==> src/rtl/dsc_pkg.sv <==
package dsc_pkg;
  localparam int OP_W = 3;
  typedef enum logic [OP_W-1:0] {
    OP_NOP   = 3'b000,
    OP_READ  = 3'b100,
    OP_WRITE = 3'b110
  } dsc_op_e;
endpackage

==> src/rtl/dsc_sync.sv <==
module dsc_sync #(
  parameter int   STAGES  = 2,
  parameter logic RST_VAL = 1'b0
) (
  input  logic clk,
  input  logic rst_n,
  input  logic din,
  output logic level,
  output logic rise,
  output logic fall
);
  logic [STAGES-1:0] pipe;
  logic              prev;

  always_ff @(posedge clk or negedge rst_n) begin
    if (!rst_n) begin
      pipe <= {STAGES{RST_VAL}};
      prev <= RST_VAL;
    end else begin
      pipe <= {pipe[STAGES-2:0], din};
      prev <= pipe[STAGES-1];
    end
  end

  assign level = pipe[STAGES-1];
  assign rise  = level & ~prev;
  assign fall  = ~level & prev;
endmodule

==> src/rtl/dsc_shifter.sv <==
module dsc_shifter #(
  parameter int WORD_W = 16
) (
  input  logic              clk,
  input  logic              rst_n,
  input  logic              shift_en,
  input  logic              sdi_bit,
  input  logic              load_en,
  input  logic [WORD_W-1:0] load_word,
  input  logic              out_upd,
  output logic [WORD_W-1:0] shreg,
  output logic              sdo_bit
);
  always_ff @(posedge clk or negedge rst_n) begin
    if (!rst_n) begin
      shreg <= '0;
    end else if (load_en) begin
      shreg <= load_word;
    end else if (shift_en) begin
      shreg <= {shreg[WORD_W-2:0], sdi_bit};
    end
  end

  // output bit moves only on SCK fall or CS fall (mode 0 launch)
  always_ff @(posedge clk or negedge rst_n) begin
    if (!rst_n) begin
      sdo_bit <= 1'b0;
    end else if (out_upd) begin
      sdo_bit <= shreg[WORD_W-1];
    end
  end
endmodule

==> src/rtl/dsc_regfile.sv <==
module dsc_regfile
  import dsc_pkg::*;
#(
  parameter int DATA_W   = 8,
  parameter int ADDR_W   = 5,
  parameter int NUM_REGS = 8,
  localparam int WORD_W  = 2 * DATA_W
) (
  input  logic                       clk,
  input  logic                       rst_n,
  input  logic                       exec_en,
  input  logic [WORD_W-1:0]          cmd_word,
  output logic                       load_en,
  output logic [WORD_W-1:0]          load_word,
  output logic [NUM_REGS*DATA_W-1:0] regs_flat
);
  logic [DATA_W-1:0] regs [NUM_REGS];
  logic [OP_W-1:0]   op;
  logic [ADDR_W-1:0] addr;
  logic [DATA_W-1:0] data;
  logic [DATA_W-1:0] rd_val;

  assign op   = cmd_word[WORD_W-1 -: OP_W];
  assign addr = cmd_word[DATA_W +: ADDR_W];
  assign data = cmd_word[DATA_W-1:0];

  always_ff @(posedge clk or negedge rst_n) begin
    if (!rst_n) begin
      for (int i = 0; i < NUM_REGS; i++) regs[i] <= '0;
    end else if (exec_en && op == OP_WRITE) begin
      for (int i = 0; i < NUM_REGS; i++)
        if (addr == ADDR_W'(i)) regs[i] <= data;
    end
  end

  always_comb begin
    rd_val = '0;
    for (int i = 0; i < NUM_REGS; i++)
      if (addr == ADDR_W'(i)) rd_val = regs[i];
  end

  assign load_en   = exec_en && (op == OP_READ);
  assign load_word = {{DATA_W{1'b0}}, rd_val};

  for (genvar g = 0; g < NUM_REGS; g++) begin : g_flat
    assign regs_flat[g*DATA_W +: DATA_W] = regs[g];
  end
endmodule

==> src/rtl/daisy_spi_slave.sv <==
module daisy_spi_slave #(
  parameter int DATA_W      = 8,
  parameter int ADDR_W      = 5,
  parameter int NUM_REGS    = 8,
  parameter int SYNC_STAGES = 2
) (
  input  logic clk,
  input  logic rst_n,
  input  logic cs_n,
  input  logic sck,
  input  logic sdi,
  output logic sdo,
  output logic sdo_en
);
  localparam int WORD_W = 2 * DATA_W;

  logic cs_lvl, cs_rise, cs_fall;
  logic sck_lvl, sck_rise, sck_fall;
  logic sdi_s, sdi_r_unused, sdi_f_unused;
  logic shift_en, sdo_upd, load_en, sdo_bit;
  logic [WORD_W-1:0]          shreg, load_word;
  logic [NUM_REGS*DATA_W-1:0] regs_flat;

  dsc_sync #(.STAGES(SYNC_STAGES), .RST_VAL(1'b1)) u_cs_sync (
    .clk(clk), .rst_n(rst_n), .din(cs_n),
    .level(cs_lvl), .rise(cs_rise), .fall(cs_fall));

  dsc_sync #(.STAGES(SYNC_STAGES), .RST_VAL(1'b0)) u_sck_sync (
    .clk(clk), .rst_n(rst_n), .din(sck),
    .level(sck_lvl), .rise(sck_rise), .fall(sck_fall));

  dsc_sync #(.STAGES(SYNC_STAGES), .RST_VAL(1'b0)) u_sdi_sync (
    .clk(clk), .rst_n(rst_n), .din(sdi),
    .level(sdi_s), .rise(sdi_r_unused), .fall(sdi_f_unused));

  assign shift_en = sck_rise & ~cs_lvl;
  assign sdo_upd  = (sck_fall & ~cs_lvl) | cs_fall;

  dsc_shifter #(.WORD_W(WORD_W)) u_shifter (
    .clk(clk), .rst_n(rst_n), .shift_en(shift_en), .sdi_bit(sdi_s),
    .load_en(load_en), .load_word(load_word), .out_upd(sdo_upd),
    .shreg(shreg), .sdo_bit(sdo_bit));

  dsc_regfile #(.DATA_W(DATA_W), .ADDR_W(ADDR_W), .NUM_REGS(NUM_REGS)) u_regfile (
    .clk(clk), .rst_n(rst_n), .exec_en(cs_rise), .cmd_word(shreg),
    .load_en(load_en), .load_word(load_word), .regs_flat(regs_flat));

  assign sdo    = sdo_bit;
  assign sdo_en = ~cs_n;
endmodule

==> config.mk <==
export PLATFORM = sky130hd
export DESIGN_NAME = daisy_spi_slave
export DESIGN_NICKNAME = d
export VERILOG_FILES = /design/src/rtl/dsc_pkg.sv /design/src/rtl/dsc_sync.sv /design/src/rtl/dsc_shifter.sv /design/src/rtl/dsc_regfile.sv /design/src/rtl/daisy_spi_slave.sv
export SDC_FILE = /design/constraint.sdc
export NUM_CORES = 1
export LEC_CHECK = 0
export BUFFER_PORTS_ARGS = -buffer_cell sky130_fd_sc_hd__buf_4
export CAP_MARGIN = 5
export CORE_MARGIN = 2
export CORE_UTILIZATION = 59
export CTS_CLUSTER_DIAMETER = 30
export DETAILED_ROUTE_END_ITERATION = 6
export GPL_ROUTABILITY_DRIVEN = 1
export MAX_ROUTING_LAYER = met4
export PLACE_DENSITY_LB_ADDON = 0.2
export SLEW_MARGIN = 20
export SYNTH_ARGS = -nofsm -noshare
export SYNTH_HDL_FRONTEND = slang
export SYNTH_HIERARCHICAL = 1
export SYNTH_SLANG_ARGS = --single-unit
export TNS_END_PERCENT = 50
==> constraint.sdc <==
create_clock -name clk -period 2.55 [get_ports clk]
set_input_delay 0.255 -clock clk [delete_from_list [all_inputs] [get_ports clk]]
set_output_delay 0.255 -clock clk [all_outputs]
set_load 0.02 [all_outputs]
==> flow_summary.json <==
{
  "status": "finished clean",
  "dp_hpwl_um": 5600,
  "r2r_slack_ns": 0.35,
  "hold_viol_final": 0,
  "max_cap_violations": 0,
  "grt_util_all_layers_pct": 24.6,
  "portBuffers": 6,
  "final.setup.tns_ns": 0,
  "power_density_nw_per_um2": 861,
  "fmax_mhz": 454,
  "hold_class": "register to register",
  "fp.dieH_um": 88.1,
  "dpl_cell_area_um2": 4300,
  "tightest_slew_ns": 1.07,
  "start_util_pct": 61.1,
  "crit_type": "register to register",
  "cts_buffers": 9,
  "clockPowerShare_pct": 24.4,
  "arrival_ns": 2.45,
  "ys_warn_count": 6,
  "setup-violations-final": 0,
  "cts_tree": "done",
  "wl_per_cell_um": 19.0,
  "grt_antenna_before_repair": 0,
  "cts_root_buf": "clkbuf_8",
  "internal_power_mw": 2.50,
  "finalCriticalPeriod_ns": 2.20,
  "avgViaCountPerCell": 5.94,
  "final_cell_mix": "dfrtp_1, mux2_2, nand2_1",
  "grt_pass1_vias": 2538,
  "post_cts_buffers": 0,
  "combPwrFrac_pct": 24.8,
  "drc": 0,
  "syn2layout_area_growth_pct": 8.76,
  "slew_violations": 0,
  "fin_nets": 343,
  "avgSynthCellArea_um2": 12.9,
  "start_kind": "register",
  "leakagePower_nw": 2.09,
  "fin_area_um2": 4540,
  "design.die.area_um2": 7760,
  "rsz0062_at_grt": "no",
  "seqPwrFrac_pct": 50.9,
  "num_rows": 30,
  "antenna_cells": 0,
  "wirelength_um": 8330,
  "clk_pin_slew_ns": 0.08,
  "ioPinCount": 7,
  "final_common_cell": "dfrtp_1",
  "path_max_fanout": 8,
  "grt_max_degree": 51,
  "core_um2": 6830,
  "worstPathRequired_ns": 2.80,
  "clock_path_buffers": 2,
  "ant_nets": 0,
  "drt_iter0_markers": 123,
  "syn_area_um2": 4170,
  "insertion_delay_ns": 0.36,
  "switchingPower_mw": 1.40,
  "ir_drop_mv": 0.519,
  "dieWidth_um": 88.1,
  "grt_pass1_wl_um": 13600,
  "endpoint_kind": "register",
  "min_period_over_period_pct": 86.4,
  "netlist_instances": 324,
  "cts_sinks": 89,
  "swShare_pct": 36.0,
  "drive_above_1_share_pct": 34.7,
  "firstDrtPassIters": 4,
  "grt-ovfl-total": 0,
  "place_congestion": 0.774,
  "relSlewSlack_pct": 28.2,
  "vias": 2606,
  "htree_levels": 3,
  "clock-skew-final_ns": 0.00703
}
==> power groups by stage <==
stage / logic (mW) / clock network, mW / registers, mW
after floorplan: 0.766 / 0 / 1.83
after global placement: 0.927 / 0 / 1.99
after detailed placement: 0.955 / 0 / 2.01
after CTS: 0.961 / 0.973 / 1.98
after global routing: 1.06 / 1.03 / 2.03
final: 0.967 / 0.951 / 1.99
==> worst max-delay path, stage by stage (launching register included) <==
cell     delay [ns]
dfstp_2        0.57
nor2b_1        0.13
and3b_2        0.24
nand3_4        0.17
nor4_4         0.57
mux2_2         0.41
==> routing by layer <==
metal / GRT usage [%] / wire (µm)
met1: 35.8 / 4070
met2: 34.1 / 3690
met3: 3.49 / 363
met4: 11.3 / 206
met5: - / 0
==> layout make-up <==
cell class	count	area, µm²
well taps	96	120
clock buffers	9	124
inverters	2	7.51
fillers	513	2290
clock inverters	7	71.3
flip-flops and latches	89	2230
multi-input cells	216	1810
repair buffers	20	173
==> sequential cells by signal (all words and copies together) (netlist names) <==
register,cells
u_cs_sync/pipe,2
u_cs_sync/prev,1
u_regfile/regs_flat,64
u_sck_sync/pipe,2
u_sck_sync/prev,1
u_sdi_sync/pipe,2
u_shifter/sdo_bit,1
u_shifter/shreg,16
==> stage by stage <==
stage	cells	setup slack (ns)	util (%)	power [mW]	hold slack, ns
global placement	419	0.414	63.0	2.92	0.263
finish	439	0.347	66.4	3.90	0.359
floorplan	331	0.568	-	2.60	-0.0406
global route	439	0.242	66.4	4.12	0.368
CTS	439	0.337	66.4	3.92	0.362
detailed placement	419	0.356	63.0	2.96	0.267
==> path summary, 6_finish.rpt <==
kind / startpoint / to / cells past startpoint
max: u_cs_sync/pipe[1] / u_regfile/regs_flat[3] / 5
min: u_cs_sync/pipe[0] / u_cs_sync/pipe[1] / 0
max reg2reg: u_cs_sync/pipe[1] / u_regfile/regs_flat[3] / 5
min reg2reg: u_cs_sync/pipe[0] / u_cs_sync/pipe[1] / 0
max in group asynchronous: rst_n / u_regfile/regs_flat[58] / 3
min in group asynchronous: rst_n / u_shifter/shreg[10] / 2
==> what timing repair did <==
action | in CTS | in global routing
hold endpoints to repair | 39 | 0
gates resized for setup | 0 | 0
hold buffers | 4 | 0
No activity file was read; power rests on OpenSTA's default activity.
